--- src/rtl/chi_pkg.sv ---
package chi_pkg;
  typedef enum logic [1:0] {
    OP_NONE   = 2'd0,
    OP_PAIR   = 2'd1,
    OP_WIDE   = 2'd2,
    OP_NARROW = 2'd3
  } chi_op_e;
endpackage

--- src/rtl/chi_lane.sv ---
module chi_lane #(
  parameter int W = 64
) (
  input  logic [W-1:0] cur,
  input  logic [W-1:0] nxt1,
  input  logic [W-1:0] nxt2,
  output logic [W-1:0] y
);
  assign y = cur ^ (~nxt1 & nxt2);
endmodule

--- src/rtl/chi_pair_path.sv ---
module chi_pair_path #(
  parameter int LANE_W = 64
) (
  input  logic [2*LANE_W-1:0] src_a,
  input  logic [2*LANE_W-1:0] src_b,
  output logic [2*LANE_W-1:0] res_wide,
  output logic [2*LANE_W-1:0] res_narrow
);
  localparam int SUB_W  = LANE_W / 2;
  localparam int N_WIDE = 2;
  localparam int N_SUB  = 4;
  localparam int PLANE  = 5;

  // 2x64 view: four consecutive lanes taken from the two sources
  logic [LANE_W-1:0] wl [0:N_WIDE+1];
  assign wl[0] = src_a[LANE_W-1:0];
  assign wl[1] = src_a[2*LANE_W-1:LANE_W];
  assign wl[2] = src_b[LANE_W-1:0];
  assign wl[3] = src_b[2*LANE_W-1:LANE_W];

  genvar gi;
  generate
    for (gi = 0; gi < N_WIDE; gi++) begin : g_wide
      chi_lane #(.W(LANE_W)) u_lane (
        .cur (wl[gi]),
        .nxt1(wl[gi+1]),
        .nxt2(wl[gi+2]),
        .y   (res_wide[gi*LANE_W +: LANE_W])
      );
    end
  endgenerate

  // 4x32 view: five plane lanes, the fifth lives in the low word of src_b
  logic [SUB_W-1:0] sl [0:PLANE-1];
  generate
    for (gi = 0; gi < N_SUB; gi++) begin : g_sub_in
      assign sl[gi] = src_a[gi*SUB_W +: SUB_W];
    end
  endgenerate
  assign sl[PLANE-1] = src_b[SUB_W-1:0];

  generate
    for (gi = 0; gi < N_SUB; gi++) begin : g_sub
      chi_lane #(.W(SUB_W)) u_lane (
        .cur (sl[gi]),
        .nxt1(sl[(gi+1)%PLANE]),
        .nxt2(sl[(gi+2)%PLANE]),
        .y   (res_narrow[gi*SUB_W +: SUB_W])
      );
    end
  endgenerate
endmodule

--- src/rtl/chi_tail_path.sv ---
module chi_tail_path #(
  parameter int LANE_W = 64
) (
  input  logic [2*LANE_W-1:0] src_a,
  input  logic [2*LANE_W-1:0] src_b,
  output logic [LANE_W-1:0]   tail_wide,
  output logic [LANE_W/2-1:0] tail_narrow
);
  localparam int SUB_W = LANE_W / 2;

  // fifth lane from src_a low part, wrapped lanes 0 and 1 from src_b
  chi_lane #(.W(LANE_W)) u_wide (
    .cur (src_a[LANE_W-1:0]),
    .nxt1(src_b[LANE_W-1:0]),
    .nxt2(src_b[2*LANE_W-1:LANE_W]),
    .y   (tail_wide)
  );

  chi_lane #(.W(SUB_W)) u_narrow (
    .cur (src_a[SUB_W-1:0]),
    .nxt1(src_b[SUB_W-1:0]),
    .nxt2(src_b[2*SUB_W-1:SUB_W]),
    .y   (tail_narrow)
  );
endmodule

--- src/rtl/chi_simd_unit.sv ---
module chi_simd_unit
  import chi_pkg::*;
#(
  parameter int LANE_W = 64
) (
  input  logic                clk,
  input  logic                rst,
  input  logic                op_valid,
  input  logic [1:0]          op_mode,
  input  logic                op_narrow_view,
  input  logic [2*LANE_W-1:0] src_a,
  input  logic [2*LANE_W-1:0] src_b,
  output logic                res_valid,
  output logic [2*LANE_W-1:0] res_data
);
  localparam int DW    = 2 * LANE_W;
  localparam int SUB_W = LANE_W / 2;

  logic [DW-1:0]     pair_wide, pair_narrow, nxt_data;
  logic [LANE_W-1:0] tail_wide;
  logic [SUB_W-1:0]  tail_narrow;

  chi_pair_path #(.LANE_W(LANE_W)) u_pair (
    .src_a     (src_a),
    .src_b     (src_b),
    .res_wide  (pair_wide),
    .res_narrow(pair_narrow)
  );

  chi_tail_path #(.LANE_W(LANE_W)) u_tail (
    .src_a      (src_a),
    .src_b      (src_b),
    .tail_wide  (tail_wide),
    .tail_narrow(tail_narrow)
  );

  always_comb begin
    case (chi_op_e'(op_mode))
      OP_PAIR:   nxt_data = op_narrow_view ? pair_narrow : pair_wide;
      OP_WIDE:   nxt_data = {{(DW-LANE_W){1'b0}}, tail_wide};
      OP_NARROW: nxt_data = {{(DW-SUB_W){1'b0}}, tail_narrow};
      default:   nxt_data = '0;
    endcase
  end

  always_ff @(posedge clk) begin
    if (rst) begin
      res_valid <= 1'b0;
      res_data  <= '0;
    end else begin
      res_valid <= op_valid;
      if (op_valid) res_data <= nxt_data;
    end
  end


  reset_clear_chk: assert property (@(posedge clk)
    rst |=> (!res_valid && res_data == '0));


  valid_follow_chk: assert property (@(posedge clk) disable iff (rst)
    !$past(rst) |-> (res_valid == $past(op_valid)));


  hold_idle_chk: assert property (@(posedge clk) disable iff (rst)
    (!$past(rst) && !$past(op_valid)) |-> $stable(res_data));


  wide_upper_zero_chk: assert property (@(posedge clk) disable iff (rst)
    (!$past(rst) && $past(op_valid) && $past(op_mode) == 2'd2)
      |-> (res_data[DW-1:LANE_W] == '0));


  narrow_upper_zero_chk: assert property (@(posedge clk) disable iff (rst)
    (!$past(rst) && $past(op_valid) && $past(op_mode) == 2'd3)
      |-> (res_data[DW-1:SUB_W] == '0));


  reserved_zero_chk: assert property (@(posedge clk) disable iff (rst)
    (!$past(rst) && $past(op_valid) && $past(op_mode) == 2'd0)
      |-> (res_valid && res_data == '0));
endmodule

--- config.mk ---
export PLATFORM = sky130hd
export DESIGN_NAME = chi_simd_unit
export DESIGN_NICKNAME = d
export VERILOG_FILES = /design/src/rtl/chi_pkg.sv /design/src/rtl/chi_lane.sv /design/src/rtl/chi_pair_path.sv /design/src/rtl/chi_tail_path.sv /design/src/rtl/chi_simd_unit.sv
export SDC_FILE = /design/constraint.sdc
export NUM_CORES = 1
export LEC_CHECK = 0
export CAP_MARGIN = 40
export CORE_AREA = 2 2 152 154
export CTS_BUF_LIST = sky130_fd_sc_hd__clkbuf_8
export CTS_CLUSTER_SIZE = 28
export DETAILED_ROUTE_END_ITERATION = 12
export DIE_AREA = 0 0 154 156
export DONT_BUFFER_PORTS = 1
export GPL_ROUTABILITY_DRIVEN = 0
export MAX_ROUTING_LAYER = met4
export PLACE_DENSITY = 0.58
export SLEW_MARGIN = 0
export SYNTH_ARGS = -nofsm -noshare
export SYNTH_HDL_FRONTEND = slang
export SYNTH_SLANG_ARGS = --single-unit
--- constraint.sdc ---
create_clock -name clk -period 3.3 [get_ports clk]
set_input_delay 0 -clock clk [delete_from_list [all_inputs] [get_ports clk]]
set_output_delay 0 -clock clk [all_outputs]
set_load 0.1 [all_outputs]
==> flow_metrics.env, run 1 <==
export IMPL_status="did not finish"
export IMPL_lastStage="clock tree synthesis (4_1_cts)"
export IMPL_error_line="[ERROR RSZ-0060] Max buffer count reached."
export IMPL_synthCells=1114
export IMPL_synth_top_area_cell="dfxtp_1"
export IMPL_yosys_register_bits=129
export IMPL_fp_dieW_um=154
export IMPL_dp_slack_ns=1.54
export IMPL_holdBufCountCts=299
export IMPL_ctsResizeCount=0
export IMPL_ys_seq_area_frac=0.290
export IMPL_io_buffers=0
export IMPL_clk_path_buf_depth=2
export IMPL_cts_root_buf="clkbuf_8"
export IMPL_clock_sinks=129
export IMPL_ys_top_cells_by_area="dfxtp_1 29%, xnor2_1 7.4%, nand2_1 6.7%, o2bb2ai_1 6.2%, a221o_1 5.9%"
export IMPL_ctsHtreeMaxLevel=4
export IMPL_cts_setup_buffers=0
export IMPL_synth_distinct_cells=32
export IMPL_die_h_um=156
export IMPL_io_pins=391
export IMPL_synth_nets=1376
export IMPL_start_util=0.399
export IMPL_placementRows=55
export IMPL_dpl_hpwl_um=22500
export IMPL_cts_buffers=17
export IMPL_syn_mean_instance_area_um2=8.00
export IMPL_yosysWarnings=0
export IMPL_synth_top_area_frac=0.290
export IMPL_syn_cell_area_um2=8920
==> per-stage QoR <==
| stage | instance area (um2) | std cells |
|---|---|---|
| 2_1_floorplan | 8920 | 1114 |
| 3_3_place_gp | 9080 | 1342 |
| 3_5_place_dp | 11400 | 1457 |
==> logic make-up after synthesis <==
group,count (synthesis),share of synthesized area
AO/OA/AOI/OAI,374,0.320
AND/OR/NAND/NOR,382,0.200
XOR/XNOR,75,0.0737
flip-flops,129,0.290
multiplexers,53,0.0595
buffers and inverters,101,0.0571
==> cell usage after synthesis <==
library cell and count:
a211oi_1 11, a21boi_0 21, a221o_1 53, a22o_1 32
a31oi_1 21, a32oi_1 11, and2_1 2, and3b_1 11
buf_2 44, buf_4 2, buf_6 9, clkbuf_1 25
dfxtp_1 129, inv_1 21, mux2i_1 53, nand2_1 159
nand2b_1 32, nand3b_1 24, nor2_1 107, nor2b_1 1
nor2b_4 2, nor3_1 21, nor3b_1 11, o21ai_0 80
o221ai_1 32, o22ai_1 29, o2bb2ai_1 63, o31a_1 1
o31ai_1 20, or3_1 11, or3b_2 1, xnor2_1 75
==> inputs of run 2 (changes only) <==
--- a/config.mk
+++ b/config.mk
@@ -6,15 +6,12 @@
 export NUM_CORES = 1
 export LEC_CHECK = 0
 export CAP_MARGIN = 40
-export CORE_AREA = 2 2 152 154
-export CTS_BUF_LIST = sky130_fd_sc_hd__clkbuf_8
-export CTS_CLUSTER_SIZE = 28
+export CORE_MARGIN = 1
+export CORE_UTILIZATION = 40
 export DETAILED_ROUTE_END_ITERATION = 12
-export DIE_AREA = 0 0 154 156
 export DONT_BUFFER_PORTS = 1
 export GPL_ROUTABILITY_DRIVEN = 0
-export MAX_ROUTING_LAYER = met4
-export PLACE_DENSITY = 0.58
+export PLACE_DENSITY_LB_ADDON = 0.15
 export SLEW_MARGIN = 0
 export SYNTH_ARGS = -nofsm -noshare
 export SYNTH_HDL_FRONTEND = slang
==> run 2 against run 1 <==
Against the previous run: the run now ends clean; synthesized cell count stayed put; synthesized area stayed put.
==> flow_metrics.env, run 2 <==
export IMPL_peakVddDrop_v=0.000286
export IMPL_synthCells=1114
export IMPL_pwr_share_comb=0.358
export IMPL_clk_pin_slew_worst_paths_ns=0.06
export IMPL_grt_use_met2=0.540
export IMPL_status="complete, no violations"
export IMPL_hold_violations=0
export IMPL_regMostFlops="res_data"
export IMPL_seqCellArea_um2=2580
export IMPL_finalWirelength_um=37300
export IMPL_placed_cell_area_um2=11400
export IMPL_fp_dieW_um=151
export IMPL_async_flop_share=0
export IMPL_cp_arrival_ns=3.13
export IMPL_synth_simple_area_share=0.200
export IMPL_reg2reg_to="res_data[32]"
export IMPL_syn_mean_instance_area_um2=8.00
export IMPL_cts_buffers=17
export IMPL_grt_pass1_wl_um=55500
export IMPL_busiest_layer="met2"
export IMPL_synth_top_area_frac=0.290
export IMPL_synthMuxAreaShare=0.0595
export IMPL_io_pins=391
export IMPL_drc_errors=0
export IMPL_synth_main_ff_cell="dfxtp_1"
export IMPL_path_max_fanout=62
export IMPL_worst_setup_path_end_kind="flip-flop"
export IMPL_antenna_found_initial=2
export IMPL_mostFrequentLayoutCells="292 x dlygate4sd3_1, 158 x nand2_1, 129 x dfxtp_1"
export IMPL_grt_util_met1=0.337
export IMPL_worstReg2RegStart="res_data[32]"
export IMPL_tns_ns=0
export IMPL_clock_fmax_mhz=354
export IMPL_drt_iter0_drc=711
export IMPL_relSlewSlack=0.410
export IMPL_critPathLaunchType="input pin"
export IMPL_areaGrowthSynthToFinish_pct=68.3
export IMPL_die_h_um=151
export IMPL_ctsHtreeMaxLevel=4
export IMPL_crit_start="op_valid"
export IMPL_clkPwrFrac=0.344
export IMPL_core_area_um2=21800
export IMPL_grt_max_degree=257
export IMPL_ys_seq_area_frac=0.290
export IMPL_yosys_register_bits=129
export IMPL_routed_via_density=6.10
export IMPL_required_ns=3.60
export IMPL_placementRows=54
export IMPL_period_share=0.856
export IMPL_first_global_vias=11000
export IMPL_placedCellCount=1451
export IMPL_synth_distinct_cells=32
export IMPL_largest_reg_flops=128
export IMPL_synth_edf_count=0
export IMPL_groute_usage_overall=0.311
export IMPL_leakage_nw=5.82
export IMPL_r2r_slack_ns=1.78
export IMPL_synth_top_area_cell="dfxtp_1"
export IMPL_num_fill_cells=1536
export IMPL_cts_root_buf="clkbuf_16"
export IMPL_syn_cell_area_um2=8920
export IMPL_wl_per_cell_um=20.9
export IMPL_clk_path_buf_depth=2
export IMPL_path_class="input pin to flip-flop"
export IMPL_synth_top_family_by_area="compound AO/OA/AOI/OAI gates"
export IMPL_fin_area_um2=15000
export IMPL_setup_viol=0
export IMPL_clock_sinks=129
export IMPL_drt_pass1_iterations=7
export IMPL_rsz0062_at_grt="no"
export IMPL_post_route_min_period_ns=2.83
export IMPL_postRouteAntennaNets=0
export IMPL_nets=1746
export IMPL_final_common_cell="dlygate4sd3_1"
export IMPL_io_buffers=0
export IMPL_synth_nets=1376
export IMPL_synth_compound_area_frac=0.320
export IMPL_drv_cap=0
export IMPL_start_util=0.409
export IMPL_synth_xor_area_frac=0.0737
export IMPL_ys_top_cells_by_area="dfxtp_1 29%, xnor2_1 7.4%, nand2_1 6.7%, o2bb2ai_1 6.2%, a221o_1 5.9%"
export IMPL_worstMarginPinSlew_ns=0.885
export IMPL_top_regs="res_data x128, res_valid x1"
export IMPL_hold_path_class="input pin to flip-flop"
export IMPL_reg2regPathDepth=4
export IMPL_power_density_nw_per_um2=392
export IMPL_cts_tree="built"
export IMPL_use_met3=0.0819
export IMPL_p_switching_mw=2.03
export IMPL_multi_input_area_um2=5860
export IMPL_clk_latency_ns=0.42
export IMPL_die_area_um2=22900
export IMPL_synth_most_common_cell="nand2_1"
export IMPL_yosys_top_cells_count="159 x nand2_1, 129 x dfxtp_1, 107 x nor2_1"
export IMPL_worstSetupEndpoint="res_data[10]"
export IMPL_final_cell_count_no_fill=1780
export IMPL_synth_fa_ha_area_frac=0
export IMPL_clock_skew_ns=0
export IMPL_vias=10900
export IMPL_yosysWarnings=0
export IMPL_slew_viol_final=0
export IMPL_drive_gt1_frac=0.119
export IMPL_internal_power_mw=3.85
export IMPL_netSwitchingFraction=0.346
export IMPL_dpl_hpwl_um=21400
export IMPL_seqPwrFrac=0.299
export IMPL_grt_ovfl_total=0
## run 2: cell counts after synthesis
Identical to the previous run, type by type.
## run 2: worst min path at each step
| stage | slack, ns | cells after the start | from | to |
|---|---|---|---|---|
| 2_1_floorplan | 0.07 | 1 | rst | res_data[32] |
| 4_1_cts | 0.0006 | 3 | op_narrow_view | res_data[34] |
| 3_3_place_gp | 0.08 | 1 | rst | res_data[32] |
| 3_5_place_dp | 0.08 | 1 | rst | res_data[62] |
| 5_1_grt | 0.03 | 3 | src_b[4] | res_data[100] |
| 6_report | 0.02 | 3 | op_narrow_view | res_data[57] |
## run 2: what timing repair did
action / in CTS / in global routing
gates resized for setup: 0 / 1
buffers inserted: 0 / 0
endpoints found under the setup margin: 0 / 1
endpoints found under the hold margin: 129 / 0
hold buffers: 293 / 0
## run 2: metal layers
layer / vias up / part of all wire
met5: - / 0
met4: 0 / 0.048
met3: 149 / 0.090
met2: 605 / 0.50
met1: 5193 / 0.37
li1: 4907 / -
## run 2: logic make-up (layout without fill, tap and decap cells)
family / count (synthesis) / in the layout
buffers and inverters: 101 / 484
other: 0 / 3
muxes: 53 / 53
AOI/OAI and AO/OA: 374 / 374
DFF: 129 / 129
xor gates and xnor gates: 75 / 75
and+or+nand+nor: 382 / 382
## run 2: stage by stage
stage	power (mW)	util	hold slack (ns)	setup slack, ns
CTS	5.86	0.687	0.000557	0.0164
global route	6.07	0.688	0.0256	0.323
finish	5.88	0.688	0.0202	0.475
floorplan	2.96	-	0.0728	2.01
detailed placement	3.42	0.524	0.0812	1.59
global placement	3.03	0.414	0.0787	1.49
## run 2: layout make-up
| cell class | count | share of cell area |
|---|---|---|
| diodes | 3 | 0.000500 |
| inverters | 21 | 0.00525 |
| multi-input cells | 884 | 0.391 |
| repair buffers | 431 | 0.367 |
| clock inverters | 12 | 0.0104 |
| flip-flops and latches | 129 | 0.172 |
| well taps | 280 | 0.0233 |
| clock buffers | 20 | 0.0304 |
## run 2: critical path: stages
cell and delay, ns:
dlygate4sd3_1 0.66, nor2b_4 0.21, nand2_4 0.40, buf_16 0.32, o221ai_1 0.17, dlygate4sd3_1 0.59
a22o_1 0.18, dlygate4sd3_1 0.56
## run 2: power groups by stage
| stage | Combinational (mW) | Clock, mW | Sequential (mW) |
|---|---|---|---|
| floorplan | 0.586 | 0 | 2.38 |
| global placement | 0.712 | 0 | 2.32 |
| detailed placement | 1.63 | 0 | 1.79 |
| CTS | 2.06 | 2.05 | 1.75 |
| global route | 2.20 | 2.11 | 1.76 |
| finish | 2.10 | 2.02 | 1.76 |
Note: power is estimated with default switching activity, not from simulation.
